--- src/rtl/bocp_pkg.sv ---
package bocp_pkg;

    localparam int unsigned BYTE_W = 8;
    localparam int unsigned CTL_W  = 4;

    typedef enum logic [1:0] {
        ACT_NONE   = 2'd0,
        ACT_TOGGLE = 2'd1,
        ACT_CLEAR  = 2'd2,
        ACT_SET    = 2'd3
    } oc_act_e;

    // bit 3 link, bit 2 toggle on wrap, bits 1:0 match action
    typedef struct packed {
        logic    link;
        logic    tov;
        oc_act_e act;
    } chan_ctl_t;

endpackage

--- src/rtl/bocp_cmp_reg.sv ---
module bocp_cmp_reg
    import bocp_pkg::*;
#(
    parameter int unsigned CNT_W = 16
) (
    input  logic              clk,
    input  logic              rst_n,
    input  logic              we,
    input  logic              hi_sel,
    input  logic [BYTE_W-1:0] wdata,
    output logic [CNT_W-1:0]  value,
    output logic              commit
);

    localparam int unsigned HI_W = CNT_W - BYTE_W;

    typedef struct packed {
        logic [HI_W-1:0]  hold;
        logic [CNT_W-1:0] value;
    } cmp_st_t;

    cmp_st_t st_d, st_q;

    always_comb begin
        st_d   = st_q;
        commit = 1'b0;
        if (we) begin
            if (hi_sel) begin
                st_d.hold = HI_W'(wdata);
            end else begin
                st_d.value = {st_q.hold, wdata};
                commit     = 1'b1;
            end
        end
    end

    always_ff @(posedge clk or negedge rst_n) begin
        if (!rst_n) begin
            st_q.hold  <= '0;
            st_q.value <= '1;
        end else begin
            st_q <= st_d;
        end
    end

    assign value = st_q.value;

endmodule

--- src/rtl/bocp_buf_sel.sv ---
module bocp_buf_sel (
    input  logic clk,
    input  logic rst_n,
    input  logic linked,
    input  logic wr_even,
    input  logic wr_odd,
    input  logic ovf_evt,
    output logic sel_odd
);

    typedef struct packed {
        logic sel;
        logic last;
        logic pend;
    } sel_st_t;

    sel_st_t st_d, st_q;

    always_comb begin
        st_d = st_q;
        if (!linked) begin
            st_d = '0;
        end else begin
            if (ovf_evt) begin
                if (st_q.pend) begin
                    st_d.sel = st_q.last;
                end
                st_d.pend = 1'b0;
            end
            // a write on the wrap cycle counts toward the following wrap
            if (wr_odd) begin
                st_d.last = 1'b1;
                st_d.pend = 1'b1;
            end else if (wr_even) begin
                st_d.last = 1'b0;
                st_d.pend = 1'b1;
            end
        end
    end

    always_ff @(posedge clk or negedge rst_n) begin
        if (!rst_n) begin
            st_q <= '0;
        end else begin
            st_q <= st_d;
        end
    end

    assign sel_odd = st_q.sel;

endmodule

--- src/rtl/bocp_oc_pin.sv ---
module bocp_oc_pin
    import bocp_pkg::*;
(
    input  logic      clk,
    input  logic      rst_n,
    input  logic      tick,
    input  logic      match,
    input  logic      ovf,
    input  chan_ctl_t ctl,
    output logic      pin
);

    logic pin_d, pin_q;

    always_comb begin
        pin_d = pin_q;
        if (tick) begin
            if (match && (ctl.act != ACT_NONE)) begin
                unique case (ctl.act)
                    ACT_TOGGLE: pin_d = ~pin_q;
                    ACT_CLEAR:  pin_d = 1'b0;
                    ACT_SET:    pin_d = 1'b1;
                    default:    pin_d = pin_q;
                endcase
            end else if (ovf && ctl.tov) begin
                pin_d = ~pin_q;
            end
        end
    end

    always_ff @(posedge clk or negedge rst_n) begin
        if (!rst_n) begin
            pin_q <= 1'b0;
        end else begin
            pin_q <= pin_d;
        end
    end

    assign pin = pin_q;

endmodule

--- src/rtl/bocp_pair.sv ---
module bocp_pair
    import bocp_pkg::*;
#(
    parameter int unsigned CNT_W = 16
) (
    input  logic              clk,
    input  logic              rst_n,
    input  logic              tick,
    input  logic [CNT_W-1:0]  cnt,
    input  logic              ovf,
    input  logic              wr_en,
    input  logic              wr_chan,
    input  logic              wr_hi,
    input  logic [BYTE_W-1:0] wr_byte,
    input  logic              ctl_we,
    input  logic              ctl_chan,
    input  logic [CTL_W-1:0]  ctl_byte,
    input  logic              gpio_odd,
    output logic              pin_even,
    output logic              pin_odd,
    output logic              active_odd
);

    localparam int unsigned NCH = 2;

    typedef struct packed {
        chan_ctl_t [NCH-1:0] ctl;
    } top_st_t;

    top_st_t st_d, st_q;

    logic             linked;
    logic             sel_odd;
    logic [CNT_W-1:0] cmp_val [NCH];
    logic [NCH-1:0]   cmp_commit;
    logic [NCH-1:0]   pin_q;
    logic [CNT_W-1:0] lead_ref;

    always_comb begin
        st_d = st_q;
        if (ctl_we) begin
            st_d.ctl[ctl_chan] = chan_ctl_t'(ctl_byte);
            if (ctl_chan) begin
                st_d.ctl[1].link = 1'b0;
            end
        end
    end

    always_ff @(posedge clk or negedge rst_n) begin
        if (!rst_n) begin
            st_q <= '0;
        end else begin
            st_q <= st_d;
        end
    end

    assign linked = st_q.ctl[0].link;

    bocp_buf_sel u_sel (
        .clk     (clk),
        .rst_n   (rst_n),
        .linked  (linked),
        .wr_even (cmp_commit[0]),
        .wr_odd  (cmp_commit[1]),
        .ovf_evt (tick && ovf),
        .sel_odd (sel_odd)
    );

    always_comb begin
        lead_ref = linked ? cmp_val[sel_odd] : cmp_val[0];
    end

    for (genvar g = 0; g < NCH; g++) begin : g_ch
        logic ch_tick;
        logic ch_match;

        bocp_cmp_reg #(.CNT_W(CNT_W)) u_cmp (
            .clk    (clk),
            .rst_n  (rst_n),
            .we     (wr_en && (wr_chan == 1'(g))),
            .hi_sel (wr_hi),
            .wdata  (wr_byte),
            .value  (cmp_val[g]),
            .commit (cmp_commit[g])
        );

        if (g == 0) begin : g_lead
            assign ch_tick  = tick;
            assign ch_match = (cnt == lead_ref);
        end else begin : g_follow
            assign ch_tick  = tick && !linked;
            assign ch_match = (cnt == cmp_val[g]);
        end

        bocp_oc_pin u_pin (
            .clk   (clk),
            .rst_n (rst_n),
            .tick  (ch_tick),
            .match (ch_match),
            .ovf   (ovf),
            .ctl   (st_q.ctl[g]),
            .pin   (pin_q[g])
        );
    end

    assign pin_even   = pin_q[0];
    assign pin_odd    = linked ? gpio_odd : pin_q[1];
    assign active_odd = sel_odd;

endmodule

--- config.mk ---
export PLATFORM = sky130hd
export DESIGN_NAME = bocp_pair
export DESIGN_NICKNAME = d
export VERILOG_FILES = /design/src/rtl/bocp_pkg.sv /design/src/rtl/bocp_cmp_reg.sv /design/src/rtl/bocp_buf_sel.sv /design/src/rtl/bocp_oc_pin.sv /design/src/rtl/bocp_pair.sv
export SDC_FILE = /design/constraint.sdc
export NUM_CORES = 1
export LEC_CHECK = 0
export ABC_CLOCK_PERIOD_IN_PS = 2100
export BUFFER_PORTS_ARGS = -buffer_cell sky130_fd_sc_hd__buf_4
export CAP_MARGIN = 20
export CORE_MARGIN = 2
export CORE_UTILIZATION = 55
export DETAILED_ROUTE_END_ITERATION = 6
export GPL_ROUTABILITY_DRIVEN = 0
export PLACE_DENSITY = 0.77
export SETUP_SLACK_MARGIN = 0.02
export SLEW_MARGIN = 30
export SYNTH_ARGS = -nofsm -noshare
export SYNTH_HDL_FRONTEND = slang
export SYNTH_SLANG_ARGS = --single-unit
--- constraint.sdc ---
create_clock -name clk -period 2.1 [get_ports clk]
set_input_delay 0.105 -clock clk [delete_from_list [all_inputs] [get_ports clk]]
set_output_delay 0.105 -clock clk [all_outputs]
set_load 0.02 [all_outputs]
==> metrics.md <==
| Metric | Value |
|---|---|
| Clk pwr share | 33.6% |
| Initial core utilization | 57.3% |
| Max-slew violations | 0 |
| CP peak stage delay | 0.54 ns |
| Tot GR Track Use | 22.4% |
| I/O pin total | 41 |
| RSZ-0062 raised after global routing | no |
| Synth Instances | 236 |
| Register share of total power | 46.9% |
| Worst R2R Path Depth | 6 |
| Final WS setup | 0.143 ns |
| Row cnt | 26 |
| Worst min path class | in -> reg |
| Required @ worst endpoint | 2.33 ns |
| Clock Tree Buf Depth | 2 |
| Sequential share of the synthesized area | 52.4% |
| Leakage | 1.52 nW |
| Kind of cell adding the most delay to the critical path | compound AO/OA/AOI/OAI gates |
| Clk_skew | 0.00540 ns |
| CP Buf/Inv Count | 0 |
| Fin. Hold Viols | 0 |
| WS Path Type | reg -> reg |
| Core Region | 0.00514 mm2 |
| Max Fclk | 0.511 GHz |
| PwrDens | 1000 mW/mm2 |
| Worst path slowest cell | dfstp_2 |
| Commonest cells after routing, fill and taps aside | mux2_2, buf_4, dfstp_2, dfrtp_1, xor2_1 |
| Clk sinks | 60 |
| Min Tclk post-route | 1.96 ns |
| Max Cap Viol | 0 |
| Reg clk slew, reported paths | 0.06 ns |
| Int Power | 2.70 mW |
| Wirelength, routed | 5.87 mm |
| Layout area overhead | 22.8% |
| Syn_area_per_cell | 12.5 um2 |
| Net Count, Synth | 274 |
| Status | complete, no violations |
| Psw | 916 uW |
| Fin Setup TNS | 0 ns |
| Remaining Overflow, GRT | 0 |
| Arr. time, crit path | 2.19 ns |
| Via count | 2023 |
| TritonCTS clock tree | built |
| Final setup vio count | 0 |
| DRC Markers | 0 |
| Area contributors post-synth | dfstp_2, dfrtp_1, mux2_2, xor2_1, xnor2_1 |
| Peak supply drop | 744 uV |
| Most common cell after layout, fill and taps aside | mux2_2 |
| Logic pwr share | 19.5% |
| Relative slew slack | 50.6% |
| Yosys cell types | 44 |
| Post-Syn Area | 0.00294 mm2 |
| Area post-placement | 0.00333 mm2 |
| Worst Tran Pin Value | 0.740 ns |
| N_diodes | 0 |
| Largest net degree at the start of global routing | 61 |
| Nets | 328 |
| Post-DRT Antenna Nets | 0 |
| IO buf count | 40 |
| CP startpoint kind | flop |
| Synth Register Bits | 60 |
| Worst Path Max Fanout | 2 |
| Die width | 77.1 um |
| Initial antenna violation count | 0 |
| WL/cell | 16.1 um |
| Worst Setup End Kind | flop |
| Yosys warns | 0 |
| H-tree levels | 3 |
| Dpl ws | 0.133 ns |
| Critical Path, Cell by Cell | xnor2_1 > nand4_1 > a2111oi_2 > o221ai_1 > a2111o_1 > and2_1 |
| Cell area after layout | 0.00361 mm2 |
| First-pass GRT wire length | 10.2 mm |
| Drt pass-1 iters | 4 |
| CTS Buf Count | 9 |
| Top cell type's share of synthesized area | 28.6% |
| Hpwl dp | 4.21 mm |
| Skew-Pair Late Insertion Delay | 0.34 ns |
| Die height | 77.1 um |
| CP Depth | 6 |
| Post-synth top area cell | dfstp_2 |
| Initial DRC Count | 111 |
| Crit share post-route | 93.2% |
| Die footprint | 0.00595 mm2 |
| Layout cells sized above 1 | 49.5% |
| CTS root buf | clkbuf_8 |
| Vias in the first global route | 2077 |
| Worst Hold Path Cells | 3 |
| Via density | 5.54 |
| Sw Share | 25.3% |
[through the flow]
step / hold WS (ns) / utilization (%) / cells / power [mW]
after global routing: 0.00244 / 70.3 / 365 / 3.82
final: 0.0134 / 70.3 / 365 / 3.62
after detailed placement: 0.210 / 64.8 / 345 / 2.41
after global placement: 0.215 / 64.8 / 345 / 2.38
after CTS: 0.000852 / 69.9 / 364 / 3.65
after floorplan: -0.191 / - / 236 / 2.16
[worst min-delay path, cell delays in order]
cell and delay, ns:
buf_4 0.10, nand2_1 0.04, o21ai_0 0.07
[registers in the layout, summed over array words and instances (netlist names)]
name	cells
g_ch.u_cmp.value	32
linked	1
g_ch.u_cmp.st_q	16
g_ch.u_pin.pin	2
st_q	6
u_sel.sel_odd	1
u_sel.st_q	2
[layer usage]
layer / GRT usage (%) / routed length, um
met5: 0 / 0
met4: 8.39 / 88
met3: 7.65 / 341
met2: 35.1 / 2810
met1: 28.7 / 2630
[what timing repair did]
item | CTS | global route
hold buffers | 3 | 1
setup buffers | 0 | 0
pin swaps | 0 | 0
endpoints found under the hold margin | 30 | 2
endpoints found under the setup margin | 1 | 1
gates resized for setup | 1 | 2
[final timing paths]
path | from | to | slack (ns)
max | g_ch[0].u_cmp.value[3] | g_ch[0].u_pin.pin | 0.14
min | wr_byte[1] | g_ch[0].u_cmp.value[1] | 0.01
max reg2reg | g_ch[0].u_cmp.value[3] | g_ch[0].u_pin.pin | 0.14
min reg2reg | g_ch[0].u_cmp.st_q[18] | g_ch[0].u_cmp.value[10] | 0.49
max in group asynchronous | rst_n | g_ch[1].u_pin.pin | 1.23
min in group asynchronous | rst_n | g_ch[0].u_cmp.st_q[17] | 0.37
[cell usage after synthesis, drive strengths merged]
cell	n
a221o	1
buf	1
a21o	1
mux2	51
nor2	7
a2111o	1
nor2b	7
clkbuf	3
and3b	1
o22ai	2
nand3	5
dfstp	32
mux2i	3
o31ai	1
nor4	5
xor2	15
nand4	3
o221ai	2
a32oi	1
a41oi	1
and2	2
nand2b	3
a31oi	1
dfrtp	28
o22a	2
o211ai	1
nand3b	1
o21ai	8
and3	1
a21boi	1
xnor2	11
or2	1
a2111oi	4
nand2	12
and4b	1
o32a	1
inv	10
a21oi	3
nor3	1
nor4b	1
[power groups by stage]
stage / Combinational [mW] / Sequential [mW] / Clock (mW)
6_report: 0.705 / 1.70 / 1.22
5_1_grt: 0.776 / 1.74 / 1.31
4_1_cts: 0.705 / 1.70 / 1.24
3_5_place_dp: 0.694 / 1.71 / 0
3_3_place_gp: 0.675 / 1.70 / 0
2_1_floorplan: 0.490 / 1.67 / 0
[cell type report]
type                            instances  area [um2]
Inverter                               10        37.5
Multi-Input combinational cell        162        1350
Timing Repair Buffer                   47         363
Fill cell                             395        1530
Clock buffer                           11         131
Clock inverter                          5         100
Sequential cell                        60        1540
Tap cell                               70        87.6
[kinds of logic (layout without fill, tap and decap cells)]
group | count (synthesis) | in the layout | synth area share, %
mux | 54 | 54 | 20.5
flops | 60 | 60 | 52.4
buf+inv | 14 | 73 | 2.04
compound gates | 31 | 31 | 7.82
simple gates | 51 | 51 | 9.48
xor+xnor | 26 | 26 | 7.74
No activity file was read; power rests on OpenSTA's default activity.
